--- config.mk ---
export PLATFORM = sky130hd
export DESIGN_NAME = tmr_ccpair
export DESIGN_NICKNAME = d
export VERILOG_FILES = /design/src/rtl/tmr_ccpair_pkg.sv /design/src/rtl/tmr_ccpair_cnt.sv /design/src/rtl/tmr_ccpair_chan.sv /design/src/rtl/tmr_ccpair.sv
export SDC_FILE = /design/constraint.sdc
export NUM_CORES = 1
export LEC_CHECK = 0
export BUFFER_PORTS_ARGS = -buffer_cell sky130_fd_sc_hd__buf_2
export CAP_MARGIN = 20
export CORE_MARGIN = 2
export CORE_UTILIZATION = 55
export CTS_CLUSTER_DIAMETER = 30
export CTS_CLUSTER_SIZE = 12
export DETAILED_ROUTE_END_ITERATION = 7
export PLACE_DENSITY = 0.8
export SYNTH_ARGS = -nofsm -noshare
export SYNTH_HDL_FRONTEND = slang
export SYNTH_SLANG_ARGS = --single-unit
--- constraint.sdc ---
create_clock -name clk -period 7.1 [get_ports clk]
set_clock_uncertainty 0.1 [all_clocks]
set_input_delay 0.355 -clock clk [delete_from_list [all_inputs] [get_ports clk]]
set_output_delay 0.355 -clock clk [all_outputs]
set_load 0.02 [all_outputs]
--- src/rtl/tmr_ccpair_pkg.sv ---
package tmr_ccpair_pkg;

   // Control register layout, LSB first: buffered bit, mode bit, edge/level field.
   typedef struct packed {
      logic [1:0] els;
      logic       mode_a;
      logic       mode_b;
   } chan_ctrl_t;

   typedef enum logic [2:0] {
      CM_OFF,
      CM_IDLE,
      CM_CAPTURE,
      CM_COMPARE,
      CM_BUFFERED
   } chan_mode_e;

   localparam logic [1:0] ELS_NONE = 2'b00;
   localparam logic [1:0] ELS_A    = 2'b01;   // rising / toggle
   localparam logic [1:0] ELS_B    = 2'b10;   // falling / clear
   localparam logic [1:0] ELS_AB   = 2'b11;   // both / set

endpackage

--- src/rtl/tmr_ccpair_cnt.sv ---
module tmr_ccpair_cnt #(
   parameter int unsigned CNT_W = 16
) (
   input  logic             clk,
   input  logic             rst_n,
   input  logic             run,
   input  logic             clr,
   output logic [CNT_W-1:0] count
);

   always_ff @(posedge clk or negedge rst_n) begin
      if (!rst_n)   count <= '0;
      else if (clr) count <= '0;
      else if (run) count <= count + 1'b1;
   end

endmodule

--- src/rtl/tmr_ccpair_chan.sv ---
module tmr_ccpair_chan
   import tmr_ccpair_pkg::*;
#(
   parameter int unsigned CNT_W       = 16,
   parameter int unsigned SYNC_STAGES = 0
) (
   input  logic             clk,
   input  logic             rst_n,
   input  logic [1:0]       els,
   input  logic             mode_a,
   input  logic             disabled,
   input  logic             buf_master,
   input  logic             cnt_run,
   input  logic [CNT_W-1:0] cnt,
   input  logic [CNT_W-1:0] cmp_val,
   input  logic             pin_in,
   output logic             cap_evt,
   output logic             match_evt,
   output logic             pin_level,
   output logic             pin_drive
);

   chan_mode_e mode;
   logic       pin_s;
   logic       pin_prev;
   logic       pin_q;
   logic       rise;
   logic       fall;

   // Optional input synchroniser chosen by parameter
   if (SYNC_STAGES == 0) begin : g_nosync
      assign pin_s = pin_in;
   end else begin : g_sync
      logic [SYNC_STAGES-1:0] sh;
      always_ff @(posedge clk or negedge rst_n) begin
         if (!rst_n) begin
            sh <= '0;
         end else begin
            for (int i = SYNC_STAGES - 1; i > 0; i--) sh[i] <= sh[i-1];
            sh[0] <= pin_in;
         end
      end
      assign pin_s = sh[SYNC_STAGES-1];
   end

   always_comb begin
      if (disabled)              mode = CM_OFF;
      else if (els == ELS_NONE)  mode = CM_IDLE;
      else if (buf_master)       mode = CM_BUFFERED;
      else if (mode_a)           mode = CM_COMPARE;
      else                       mode = CM_CAPTURE;
   end

   assign rise      = pin_s & ~pin_prev;
   assign fall      = ~pin_s & pin_prev;
   assign cap_evt   = (mode == CM_CAPTURE) && ((els[0] && rise) || (els[1] && fall));
   assign pin_drive = (mode == CM_COMPARE) || (mode == CM_BUFFERED);
   assign match_evt = pin_drive && cnt_run && (cnt == cmp_val);
   assign pin_level = pin_q;

   always_ff @(posedge clk or negedge rst_n) begin
      if (!rst_n) begin
         pin_prev <= 1'b0;
         pin_q    <= 1'b1;
      end else begin
         pin_prev <= pin_s;
         if (mode == CM_IDLE) begin
            pin_q <= ~mode_a;
         end else if (match_evt) begin
            case (els)
               ELS_A:   pin_q <= ~pin_q;
               ELS_B:   pin_q <= 1'b0;
               ELS_AB:  pin_q <= 1'b1;
               default: pin_q <= pin_q;
            endcase
         end
      end
   end

endmodule

--- src/rtl/tmr_ccpair.sv ---
module tmr_ccpair
   import tmr_ccpair_pkg::*;
#(
   parameter int unsigned CNT_W           = 16,
   parameter int unsigned CAP_SYNC_STAGES = 0
) (
   input  logic             clk,
   input  logic             rst_n,
   input  logic             cnt_run,
   input  logic             cnt_clr,
   input  logic             bus_we,
   input  logic [1:0]       bus_addr,
   input  logic [CNT_W-1:0] bus_wdata,
   output logic [CNT_W-1:0] bus_rdata,
   input  logic [1:0]       cap_in,
   output logic [1:0]       cmp_out,
   output logic [1:0]       pin_own,
   output logic [1:0]       chan_flag,
   output logic [CNT_W-1:0] cnt_value
);

   localparam int unsigned NCH    = 2;
   localparam int unsigned ADDR_W = $clog2(2 * NCH);
   localparam int unsigned CTRL_W = $bits(chan_ctrl_t);
   localparam int unsigned FLAG_B = CTRL_W;

   if (CNT_W < CTRL_W + 1 || CNT_W > 32) begin : g_bad_width
      $error("tmr_ccpair: CNT_W out of range");
   end
   if (CAP_SYNC_STAGES > 3) begin : g_bad_sync
      $error("tmr_ccpair: CAP_SYNC_STAGES must be 0 to 3");
   end

   chan_ctrl_t       ctrl_q [NCH];
   logic [CNT_W-1:0] val_q  [NCH];
   logic [CNT_W-1:0] cmp_val[NCH];
   logic [NCH-1:0]   flag_q;
   logic [NCH-1:0]   we_ctrl;
   logic [NCH-1:0]   we_val;
   logic [NCH-1:0]   chan_off;
   logic [NCH-1:0]   cap_evt;
   logic [NCH-1:0]   match_evt;
   logic [1:0]       els_v [NCH];
   logic             buf_mode;
   logic             buf_sel;

   assign buf_mode = ctrl_q[0].mode_b;

   tmr_ccpair_cnt #(.CNT_W(CNT_W)) u_cnt (
      .clk  (clk),
      .rst_n(rst_n),
      .run  (cnt_run),
      .clr  (cnt_clr),
      .count(cnt_value)
   );

   always_comb begin
      for (int i = 0; i < NCH; i++) begin
         chan_off[i] = (i != 0) && buf_mode;
         we_ctrl[i]  = bus_we && (bus_addr == ADDR_W'(2 * i)) && !chan_off[i];
         we_val[i]   = bus_we && (bus_addr == ADDR_W'(2 * i + 1));
      end
   end

   for (genvar g = 0; g < NCH; g++) begin : g_ch
      localparam bit IS_LEAD = (g == 0);
      assign cmp_val[g] = (IS_LEAD && buf_mode && buf_sel) ? val_q[1] : val_q[g];
      assign els_v[g]   = ctrl_q[g].els;
      tmr_ccpair_chan #(.CNT_W(CNT_W), .SYNC_STAGES(CAP_SYNC_STAGES)) u_chan (
         .clk       (clk),
         .rst_n     (rst_n),
         .els       (ctrl_q[g].els),
         .mode_a    (ctrl_q[g].mode_a),
         .disabled  (chan_off[g]),
         .buf_master(IS_LEAD ? buf_mode : 1'b0),
         .cnt_run   (cnt_run),
         .cnt       (cnt_value),
         .cmp_val   (cmp_val[g]),
         .pin_in    (cap_in[g]),
         .cap_evt   (cap_evt[g]),
         .match_evt (match_evt[g]),
         .pin_level (cmp_out[g]),
         .pin_drive (pin_own[g])
      );
   end

   always_ff @(posedge clk or negedge rst_n) begin
      if (!rst_n) begin
         for (int i = 0; i < NCH; i++) begin
            ctrl_q[i] <= '0;
            val_q[i]  <= '0;
         end
         flag_q  <= '0;
         buf_sel <= 1'b0;
      end else begin
         for (int i = 0; i < NCH; i++) begin
            if (we_ctrl[i]) begin
               ctrl_q[i] <= chan_ctrl_t'(bus_wdata[CTRL_W-1:0]);
               if (i != 0) ctrl_q[i].mode_b <= 1'b0;
            end
            if (cap_evt[i])     val_q[i] <= cnt_value;
            else if (we_val[i]) val_q[i] <= bus_wdata;
            if (cap_evt[i] || match_evt[i])           flag_q[i] <= 1'b1;
            else if (we_ctrl[i] && bus_wdata[FLAG_B]) flag_q[i] <= 1'b0;
         end
         if (!buf_mode || cnt_clr) buf_sel <= 1'b0;
         else if (match_evt[0])    buf_sel <= ~buf_sel;
      end
   end

   assign chan_flag = flag_q;

   always_comb begin
      bus_rdata = '0;
      case (bus_addr)
         2'd0: bus_rdata[CTRL_W:0] = {flag_q[0], ctrl_q[0]};
         2'd1: bus_rdata = val_q[0];
         2'd2: if (!buf_mode) bus_rdata[CTRL_W:0] = {flag_q[1], ctrl_q[1]};
         default: bus_rdata = val_q[1];
      endcase
   end

endmodule

; ---- After elaboration in Yosys (flattened, before gate mapping)
; Index checks and enable logic that the tools add are counted.
; Widths: inputs -> output; s select.
[word_totals]
register_bits = 62
latchBits = 0
ramBits = 0
romBits = 0
input_bits = 25
out_inout_bits = 38
elab_cells = 118
memories = 0
[op_classes]
addsub = 1
n_mul = 0
n_div = 0
magnitude_cmp = 0
n_eq_ne = 19
shift = 0
muxes = 28
bitwise_logic = 13
reduce_logical = 42
[ops]
columns = operator, count
row1 = $mux 16, 7
row2 = $eq 16x16->1, 2
row3 = $pmux 11 s2, 1
row4 = $logic_and 1x1->1, 18
row5 = $add 16x1->16 const B, 1
row6 = $reduce_bool 2->1, 8
row7 = $pmux 5 s3, 1
row8 = $eq 2x2->1 const B, 6
row9 = $eq 3x2->1 const B, 4
row10 = $mux 1, 12
row11 = $mux 3, 4
row12 = $not 1->1, 9
row13 = $reduce_bool 4->1, 2
row14 = $logic_or 1x1->1, 7
row15 = $eq 2x1->1 const B, 3
row16 = $eq 3x1->1 const B, 2
row17 = $eq 3x3->1 const B, 2
row18 = $logic_not 2->1, 3
row19 = $pmux 1 s3, 2
row20 = $mux 5, 1
row21 = $and 1x1->1, 4
row22 = $reduce_and 2->1, 2
row23 = $reduce_or 2->1, 1
row24 = $logic_not 1->1, 1

; ---- Depth between registers and ports, before layout
; Gate-level depths: netlist (run 1).
[depth]
depth_word = 9
depth_mapped = 8
mapped_depth_nobuf = 8

; ---- Hierarchy
; A second synthesis (run 1) with hierarchy kept.
[hier_totals]
hier_cells = 377
area_unflattened_um2 = 4081.4
[modules_own_cells]
columns = module, instances, cells_per_inst, area_per_inst_um2, seq_area_each_um2
row1 = tmr_ccpair, 1, 210, 2532.4, 1051.0
row2 = tmr_ccpair_cnt, 1, 82, 872.1, 400.4
row3 = tmr_ccpair_chan at g_ch[0].u_chan, 1, 45, 346.6, 51.3
row4 = tmr_ccpair_chan at g_ch[1].u_chan, 1, 40, 330.3, 51.3

; ---- Worst setup path before layout (run 1)
; No wires, ideal clock.
[synth_path]
kind = register to register
startpoint = reg u_cnt.count[12]
endpoint = reg g_ch[0].u_chan.pin_q
setup_time_ns = 0.082
t_arrival_ns = 2.093
required_time_ns = 6.918
path_slack_ns = 4.825
path_stages_with_launch = 8
path_buffers = 1
period_less_slack_ns = 2.275
path_cell_list = dfrtp_1 clkbuf_1 xnor2_1 o2111ai_1 nor4_2 a21oi_1 o41a_1 o31a_1
[synth_between]
elab_chain_len = 4
[synth_lines]
columns = element, line
row1 = start: declaration, tmr_ccpair_cnt.sv:8  ; output logic [CNT_W-1:0] count
row2 = start signal: assignment, tmr_ccpair_cnt.sv:14  ; else if (run) count <= count + 1'b1;
row3 = $eq 16x16->1, tmr_ccpair_chan.sv:58  ; assign match_evt = pin_drive && cnt_run && (cnt == cmp_val);
row4 = $logic_and 1x1->1, tmr_ccpair_chan.sv:58
row5 = $reduce_bool 2->1 (no source line), --
row6 = $reduce_and 2->1 (no source line), --
row7 = end signal: assignment, tmr_ccpair_chan.sv:68  ; pin_q <= ~mode_a;
row8 = end signal: assignment, tmr_ccpair_chan.sv:71  ; ELS_A: pin_q <= ~pin_q;
row9 = end signal: assignment, tmr_ccpair_chan.sv:74  ; default: pin_q <= pin_q;
row10 = end: declaration, tmr_ccpair_chan.sv:26  ; logic pin_q;
; Every way passes these cells.
; A chain may end at the register's enable or synchronous reset.

; ---- Final worst setup path (run 1)
[layout_path]
startpoint = reg ctrl_q, in the netlist buf_mode
endpoint = reg g_ch[0].u_chan.pin_q
[layout_between]
elab_chain_len = 8
word_cells_on_any_way = 15
cone_classes = eq/ne (4) / mux (4) / reduce/logical (7)
[layout_lines]
columns = element, line
row1 = start: declaration, tmr_ccpair.sv:34  ; chan_ctrl_t ctrl_q [NCH];
row2 = start signal: indexed assignment, tmr_ccpair.sv:98  ; ctrl_q[i] <= chan_ctrl_t'(bus_wdata[CTRL_W-1:0]);
row3 = $mux 3, tmr_ccpair_chan.sv:49  ; else if (buf_master) mode = CM_BUFFERED;
row4 = $mux 3, tmr_ccpair_chan.sv:48  ; else if (els == ELS_NONE) mode = CM_IDLE;
row5 = $eq 3x2->1 / $eq 3x3->1 (equally long branches), tmr_ccpair_chan.sv:57  ; assign pin_drive = (mode == CM_COMPARE) || (mode == CM_BUFFERED);
row6 = $logic_or 1x1->1, tmr_ccpair_chan.sv:57
row7 = $logic_and 1x1->1 (2 in series), tmr_ccpair_chan.sv:58
row8 = $reduce_bool 2->1 (no source line), --
row9 = $reduce_and 2->1 (no source line), --
; Several ways; a longest one is shown, not always the timed one.

==> impl_metrics.py, run 1 <==
metrics = {
    "finish": {
        "multiInputGateArea_sq_um": 2080,
        "finalNonFillerCells": 547,
        "finish.utilization_pct": 64.8,
        "areaGrowthSynthToFinish_pct": 14.1,
        "fillerInstances": 583,
        "layout.nets": 492,
        "antenna_cells": 0,
        "seq_area_sq_um": 1550,
        "drive_gt1_share_pct": 20.6,
    },
    "synth": {
        "yosysTopAreaCell": "dfrtp_1",
        "yosys_warnings": 0,
        "synthCells": 421,
        "synthMostInstantiatedCell": "dfrtp_1",
        "synth_top_area_share_pct": 39.1,
        "yosysSeqAreaShare_pct": 40.5,
        "async_reset_ff_share_pct": 100,
        "synth.distinct_cells": 50,
        "synth_edf_count": 0,
        "synth-seq-cells": 62,
        "synth_commonest_cells": "dfrtp_1 (60), nand2_1 (52), mux2i_1 (49)",
        "synth-main-ff-cell": "dfrtp_1",
        "synth_area_leaders": "dfrtp_1 (39%), mux2i_1 (13%), o21ai_0 (5.6%), nand2_1 (5.1%), xnor2_1 (3.7%)",
        "synth_nets": 451,
        "netlist_area_sq_um": 3840,
        "synth_area_per_cell_sq_um": 9.12,
    },
    "clock_network": {
        "numClockSinks": 62,
        "cts_tree": "done",
        "ctsResizeCount": 0,
        "htreeDepth": 3,
        "path_clk_slew_ps": 70,
        "cts_max_path_buffers": 2,
        "clk_latency_ps": 360,
        "post-cts-setup-buffers": 0,
        "ctsHoldBuffers": 0,
        "root_buffer": "clkbuf_8",
        "numCtsBuffers": 9,
    },
    "placed_design": {
        "gp_congestion": 0.903,
        "dpl.hpwl_microns": 6860,
        "dp_cells": 529,
        "port_buffers": 62,
        "pre_cts_ws_ps": 4510,
    },
    "sta": {
        "fin_tns_setup_ps": 0,
        "tightest_slew_ps": 1050,
        "maxSlewHeadroom_pct": 29.9,
        "fin_crit_ps": 2660,
        "fmax_ghz": 0.376,
        "slew_violations": 0,
        "fin_crit_sh_pct": 37.4,
        "hold_viol": 0,
        "layout_setup_ws_ps": 4440,
        "setup_viol": 0,
        "rsz0062_at_grt": "false",
    },
    "die": {
        "num_rows": 30,
        "dieArea_sq_um": 7660,
        "core_sq_um": 6760,
        "start_util_pct": 56.8,
        "pin_count": 63,
        "fp.dieW_microns": 87.5,
        "dieHeight_microns": 87.5,
    },
    "power_and_ir_drop": {
        "max-vdd-ir-drop_v": 0.000149,
        "powerDensity_nw_per_um2": 287,
        "p_leak_nw": 2.10,
    },
    "drt": {
        "drc_errors": 0,
        "drt_pre_antenna_iters": 5,
        "routedWlPerCell_microns": 18.2,
        "drt-total-wl_microns": 9960,
        "via_per_inst": 6.06,
        "drt_iter0_drc": 176,
        "dr_total_vias": 3317,
        "drtAntennaViolNets": 0,
    },
    "min_path": {
        "hold_path_class": "input pin to register",
    },
    "global_routing": {
        "grt_first_pass_wirelength_microns": 16100,
        "grt_max_degree": 63,
        "antenna_found_initial": 0,
        "grt_pass1_vias": 3190,
        "track_usage_pct": 27.7,
        "gr-total-overflow": 0,
    },
    "setup_path": {
        "crit_required_ps": 7280,
        "critPathKind": "register to register",
        "crit_arrival_ps": 2840,
        "worstSetupStartpointType": "register",
        "crit_path_end_kind": "register",
        "path_max_fanout": 14,
    },
    "run_status": {
        "status": "finished, final reports clean",
    },
    "job": {
        "maxCapViolations": 0,
    },
}
-- final timing paths --
kind / start / cells after the start / slack [ps] / endpoint
worst max-delay path: buf_mode / 6 / 4440 / g_ch[0].u_chan.pin_level
max in group asynchronous: rst_n / 2 / 6300 / val_q[27]
min in group asynchronous: rst_n / 2 / 60 / ctrl_q[6]
worst max register to register: buf_mode / 6 / 4440 / g_ch[0].u_chan.pin_level
worst min register to register: chan_flag[1] / 2 / 440 / chan_flag[1]
worst min-delay path: cap_in[1] / 1 / 20 / g_ch[1].u_chan.pin_prev
-- flip-flops by register name, indices dropped and copies added, names as in the netlist --
register and cells:
cmp_val 16, buf_mode 1, g_ch.u_chan.pin_level 2, ctrl_q 6
buf_sel 1, chan_flag 2, g_ch.u_chan.pin_prev 2, u_cnt.count 16
val_q 16
-- power breakdown --
group	internal, W	switching (W)	total (W)
Sequential	0.000434	0.0000937	0.000528
Clock	0.000233	0.000149	0.000381
Combinational	0.000150	0.000197	0.000348
-- stage by stage --
stage	total power, W	area (sq um)	hold slack, ps
after floorplan	0.000764	3840	-40.6
after global placement	0.000860	4120	379
after detailed placement	0.000876	4120	384
after CTS	0.00126	4360	13.9
after global routing	0.00132	4380	21.2
final	0.00126	4380	22.9
-- critical path, stage by stage, from the launching register on --
cell and delay, ps:
dfrtp_1 650, and2_1 370, o311ai_0 190, a311oi_1 280, nand4_1 240, o41a_1 480, o31a_1 280
-- cell usage in the layout (no fill, tap or decap), types with 5 or more instances in the layout --
master / synthesis / routed
a21oi_1: 11 / 11
buf_2: 3 / 62
clkbuf_8: 0 / 9
dfrtp_1: 60 / 60
ha_1: 5 / 5
inv_1: 10 / 10
mux2i_1: 49 / 49
nand2_1: 52 / 52
nand2b_1: 9 / 9
nand3_1: 7 / 7
nor2_1: 22 / 22
nor2b_1: 15 / 15
o2111ai_1: 8 / 8
o21ai_0: 43 / 43
xnor2_1: 16 / 16
xor2_1: 15 / 15
-- cell families after synthesis --
logic type      count (synthesis)  synth area share (%)
simple gates                  136                  17.6
compound gates                 84                  13.4
flops                          62                  40.5
mux                            53                  14.2
buf+inv                        50                  5.57
xor+xnor                       31                  7.07
fa+ha+maj                       5                  1.63
-- routing by layer --
layer | vias to the layer above | global-route usage (%) | part of all wire, %
met4 | 0 | 11.3 | 2.0
li1 | 1544 | - | -
met1 | 1616 | 37.1 | 43
met2 | 137 | 44.2 | 48
met5 | - | 0 | 0
met3 | 20 | 5.75 | 6.9
-- area by class of cell --
class | count | area share (%)
inverters | 13 | 1.11
clock buffers | 10 | 2.91
multi-input cells | 309 | 47.6
repair buffers | 67 | 8.11
flip-flops and latches | 62 | 35.5
well taps | 80 | 2.29
clock inverters | 6 | 2.51
No activity file was read; power rests on OpenSTA's default activity.
==> run 2, diff against run 1 <==
- ABC_AREA: default -> 1
- clock period: 7.1 -> 2.5 ns (I/O delays scaled with it)
==> run 2 against run 1 <==
Setup slack worse by 4100 ps. Die area up 4.4%. Cell count up 35%. Via count up 32%. Critical path depth unchanged. Synthesized area up 4.7%. Register-to-register slack worse by 4000 ps. Total power rose to 2.7 times the previous value. Utilization up 1.6 points. Wire length up 25%. Clock power up 130%. Sequential cell count unchanged. Critical endpoint is now bus_rdata[4].
==> impl_metrics.py, run 2 <==
metrics = {
    "run_status": {
        "status": "finished, final reports clean",
    },
    "drt": {
        "drt_pre_antenna_iters": 6,
        "via_per_inst": 5.93,
        "met2WireLength_microns": 5740,
        "drt-total-wl_microns": 12400,
        "wl_met1_microns": 5200,
        "dr_total_vias": 4382,
        "routed.top_layer": "met4",
        "drtAntennaViolNets": 0,
        "routedWlPerCell_microns": 16.8,
        "drc_errors": 0,
        "drt_iter0_drc": 515,
        "wl_met3_microns": 1160,
    },
    "sta": {
        "hold-worst-slack_ps": 81.1,
        "tightest_slew_ps": 812,
        "rsz0062_at_grt": "false",
        "slew_violations": 0,
        "fin_crit_sh_pct": 86.3,
        "maxSlewHeadroom_pct": 45.9,
        "fin_crit_ps": 2160,
        "setup_viol": 0,
        "fmax_ghz": 0.463,
        "fin_tns_setup_ps": 0,
        "hold_viol": 0,
    },
    "clock_network": {
        "path_clk_slew_ps": 70,
        "htreeDepth": 3,
        "ctsResizeCount": 0,
        "numCtsBuffers": 9,
        "numClockSinks": 62,
        "cts_tree": "done",
        "root_buffer": "clkbuf_8",
        "cts_max_path_buffers": 2,
        "clk_latency_ps": 360,
        "post-cts-setup-buffers": 0,
    },
    "die": {
        "dieHeight_microns": 89.5,
        "pin_count": 63,
        "dieArea_sq_um": 8000,
        "num_rows": 31,
        "start_util_pct": 56.0,
        "fp.dieW_microns": 89.5,
        "core_sq_um": 7180,
    },
    "placed_design": {
        "port_buffers": 62,
        "gp_congestion": 1.03,
        "dpl.hpwl_microns": 8810,
    },
    "synth": {
        "netlist_area_sq_um": 4020,
        "synthCells": 557,
        "synth.distinct_cells": 37,
        "synth_nets": 587,
        "synth-main-ff-cell": "dfrtp_1",
        "yosys_warnings": 0,
        "synth_edf_count": 0,
        "async_reset_ff_share_pct": 100,
        "synth_area_per_cell_sq_um": 7.21,
        "synth-seq-cells": 62,
        "yosysSeqAreaShare_pct": 38.7,
        "yosysTopAreaCell": "dfrtp_1",
        "synth_top_area_share_pct": 37.4,
        "synth_commonest_cells": "nand2_1 (128), inv_1 (75), nand3_1 (65)",
        "synth_area_leaders": "dfrtp_1 (37%), nand2_1 (12%), nand3_1 (8.1%), inv_1 (7.0%), o221ai_1 (6.8%)",
        "synthMostInstantiatedCell": "nand2_1",
    },
    "finish": {
        "multiInputGateArea_sq_um": 2040,
        "areaGrowthSynthToFinish_pct": 18.6,
        "drive_gt1_share_pct": 15.9,
        "layout_commonest_cell": "nand2_1",
        "final_cell_mix": "nand2_1 (128), inv_1 (75), nand3_1 (65), buf_2 (62), dfrtp_1 (60)",
        "antenna_cells": 0,
        "seq_area_sq_um": 1550,
        "layout.nets": 665,
        "fillerInstances": 642,
    },
    "power_and_ir_drop": {
        "powerDensity_nw_per_um2": 711,
        "max-vdd-ir-drop_v": 0.000297,
        "p_leak_nw": 2.36,
    },
    "global_routing": {
        "grt_first_pass_wirelength_microns": 19100,
        "grt_pass1_vias": 3835,
        "gr-total-overflow": 0,
        "grt_max_degree": 63,
        "antenna_found_initial": 0,
        "track_usage_pct": 31.8,
    },
    "job": {
        "maxCapViolations": 0,
    },
    "setup_path": {
        "worstSetupStartpointType": "register",
        "path_max_fanout": 13,
        "critPathKind": "register to output port",
        "r2r_setup_slack_ps": 480,
        "crit_required_ps": 2280,
        "crit_path_end_kind": "output port",
        "crit_arrival_ps": 1930,
    },
    "min_path": {
        "hold_path_class": "input pin to register",
    },
}
[run 2: final timing paths]
| check | start | endpoint | cells past startpoint |
|---|---|---|---|
| setup / recovery | buf_mode | bus_rdata[4] | 6 |
| min in group asynchronous | rst_n | u_cnt.count[11] | 3 |
| setup reg to reg | ctrl_q[6] | val_q[21] | 6 |
| max in group asynchronous | rst_n | g_ch[0].u_chan.pin_level | 3 |
| hold / removal | bus_wdata[4] | cmp_val[4] | 5 |
| hold reg to reg | g_ch[1].u_chan.pin_level | g_ch[1].u_chan.pin_level | 2 |
[run 2: metrics by stage]
| step | total power [W] | setup slack, ps | util (%) | cells | instance area, sq um |
|---|---|---|---|---|---|
| 4_1_cts | 0.00336 | 375 | 66.4 | 739 | 4770 |
| 3_3_place_gp | 0.00245 | 577 | 61.1 | 703 | 4380 |
| 3_5_place_dp | 0.00247 | 504 | 61.1 | 703 | 4380 |
| 5_1_grt | 0.00357 | 226 | 66.4 | 739 | 4770 |
| 6_report | 0.00339 | 342 | 66.4 | 739 | 4770 |
| 2_1_floorplan | 0.00216 | 707 | - | 557 | 4020 |
[run 2: kinds of logic after synthesis]
family	Yosys count	synth area share (%)
AO/OA/AOI/OAI	103	16.8
XOR/XNOR	3	0.654
adder cells (fa/ha/maj)	5	1.56
buffers and inverters	99	10.6
flip-flops	62	38.7
AND/OR/NAND/NOR	285	31.6
[run 2: layout make-up]
class,count,share of cell area (%)
timing repair buffer,90,12.2
multi-input combinational,396,42.7
sequential,62,32.6
tap,99,2.60
clock buffer,12,2.84
inverter,76,5.99
clock inverter,4,0.998
[run 2: metal layers]
metal / GRT usage (%) / vias up
met5: 0 / -
met4: 12.3 / 0
met3: 6.00 / 30
li1: - / 2040
met1: 45.9 / 2060
met2: 47.1 / 252
[run 2: where the power goes]
part	total (W)	leakage (nW)	internal (W)	switching (W)
clock	0.000877	0.0904	0.000458	0.000419
sequential	0.00137	0.785	0.00120	0.000165
combinational	0.00115	1.48	0.000410	0.000738
[run 2: worst max-delay path, stage by stage (launching register included)]
cell,delay [ps]
dfrtp_1,640
inv_1,190
nand2_1,240
o22ai_1,100
a21oi_1,140
o21ai_0,90
buf_2,170
[run 2: what timing repair did]
action / 4_1_cts / 5_1_grt
endpoints found under the hold margin: 103 / 0
hold buffers: 20 / 0
setup endpoints to repair: 0 / 0
==> run 3, diff against run 2 <==
- clock period: 2.5 -> 2.2 ns (I/O delays scaled with it)
==> run 3 against run 2 <==
Die area is the same. Clock power is 13% higher. Clock-buffer cell count grew 1. Final area up 0.68%. Sequential cell count is the same. Sequential share of layout area decreased by 0.20 points. Critical path depth is the same.
==> impl_metrics.py, run 3 (synthesized netlist as in run 2, its figures left out) <==
metrics = {
    "run_status": {
        "status": "finished, final reports clean",
    },
    "drt": {
        "drc_errors": 0,
        "routedWlPerCell_microns": 17.2,
        "drtAntennaViolNets": 0,
        "drt_iter0_drc": 556,
        "via_per_inst": 6.04,
        "dr_total_vias": 4489,
        "drt_pre_antenna_iters": 6,
        "drt-total-wl_microns": 12800,
    },
    "sta": {
        "slew_violations": 0,
        "rsz0062_at_grt": "false",
        "hold_viol": 0,
        "setup_viol": 0,
        "fin_crit_sh_pct": 93.4,
        "fin_crit_ps": 2060,
        "tightest_slew_ps": 937,
        "fmax_ghz": 0.486,
        "hold-worst-slack_ps": 28.9,
        "maxSlewHeadroom_pct": 37.5,
        "fin_tns_setup_ps": 0,
    },
    "finish": {
        "fillerInstances": 624,
        "final_cell_area_sq_um": 4800,
        "drive_gt1_share_pct": 17.1,
        "seq_area_sq_um": 1560,
        "areaGrowthSynthToFinish_pct": 19.4,
        "layout.nets": 669,
        "layout_commonest_cell": "nand2_1",
        "multiInputGateArea_sq_um": 2040,
        "finalNonFillerCells": 743,
        "antenna_cells": 0,
        "final_cell_mix": "nand2_1 (128), inv_1 (75), nand3_1 (65), buf_2 (62), dfrtp_1 (59)",
    },
    "setup_path": {
        "critPathKind": "register to register",
        "crit_arrival_ps": 2160,
        "crit_required_ps": 2310,
        "worstSetupStartpointType": "register",
        "crit_path_end_kind": "register",
        "path_max_fanout": 15,
    },
    "clock_network": {
        "numCtsBuffers": 9,
        "numClockSinks": 62,
        "cts_max_path_buffers": 2,
        "path_clk_slew_ps": 70,
        "clk_latency_ps": 350,
        "htreeDepth": 3,
        "cts_tree": "done",
        "root_buffer": "clkbuf_8",
    },
    "power_and_ir_drop": {
        "max-vdd-ir-drop_v": 0.000441,
        "p_leak_nw": 2.38,
        "powerDensity_nw_per_um2": 806,
        "fin_total_pwr_w": 0.00387,
    },
    "die": {
        "num_rows": 31,
        "dieHeight_microns": 89.5,
        "start_util_pct": 56.0,
        "pin_count": 63,
        "core_sq_um": 7180,
        "fp.dieW_microns": 89.5,
        "dieArea_sq_um": 8000,
    },
    "global_routing": {
        "grt_max_degree": 63,
        "grt_first_pass_wirelength_microns": 20700,
        "antenna_found_initial": 0,
        "grt_pass1_vias": 4102,
        "gr-total-overflow": 0,
        "track_usage_pct": 34.2,
    },
    "placed_design": {
        "dp_cells": 708,
        "dpl.hpwl_microns": 9120,
        "dpl_cell_area_sq_um": 4420,
        "port_buffers": 62,
        "gp_congestion": 1.04,
    },
    "min_path": {
        "hold_path_class": "input pin to register",
    },
    "job": {
        "maxCapViolations": 0,
    },
}
run 3: metrics by stage:
step | utilization [%] | setup WS, ps
2_1_floorplan | - | 407
3_3_place_gp | 61.6 | 234
3_5_place_dp | 61.6 | 200
4_1_cts | 66.9 | 106
5_1_grt | 66.9 | 0.329
6_report | 66.9 | 144
run 3: layout make-up:
cell class / count / area share [%]
sequential: 62 / 32.4
clock inverter: 3 / 0.365
clock buffer: 13 / 3.52
tap: 99 / 2.58
multi-input combinational: 396 / 42.5
timing repair buffer: 94 / 12.7
inverter: 76 / 5.95
run 3: critical path, stage by stage (launching register included):
cell	delay, ps
dfrtp_1	420
inv_1	110
ha_1	270
nor4_1	300
nand2_1	200
nand2_2	340
o221ai_1	170
run 3: final timing paths:
| check | from | to | slack (ps) | cells after the start |
|---|---|---|---|---|
| setup / recovery | ctrl_q[7] | val_q[18] | 140 | 6 |
| hold / removal | bus_wdata[4] | cmp_val[4] | 30 | 5 |
| setup reg to reg | ctrl_q[7] | val_q[18] | 140 | 6 |
| hold reg to reg | g_ch[1].u_chan.pin_level | g_ch[1].u_chan.pin_level | 450 | 2 |
| max in group asynchronous | rst_n | g_ch[0].u_chan.pin_level | 1470 | 3 |
| min in group asynchronous | rst_n | cmp_val[10] | 180 | 3 |
run 3: metal layers:
| metal | GRT usage, % | up-vias | share of wire [%] |
|---|---|---|---|
| li1 | - | 2050 | - |
| met1 | 47.9 | 2115 | 41 |
| met2 | 53.5 | 285 | 47 |
| met3 | 6.83 | 39 | 9.3 |
| met4 | 11.1 | 0 | 2.7 |
| met5 | 0 | - | 0 |
run 3: repair_timing:
| action | 4_1_cts | 5_1_grt |
|---|---|---|
| hold buffers | 19 | 0 |
| setup endpoints to repair | 0 | 5 |
| endpoints found under the hold margin | 100 | 0 |
| resized for setup | 0 | 1 |
| buffers inserted | 0 | 0 |
run 3: power by group:
part | internal (W) | switching [W]
Sequential | 0.00136 | 0.000182
Combinational | 0.000474 | 0.000860
Clock | 0.000498 | 0.000488
Total | 0.00234 | 0.00153
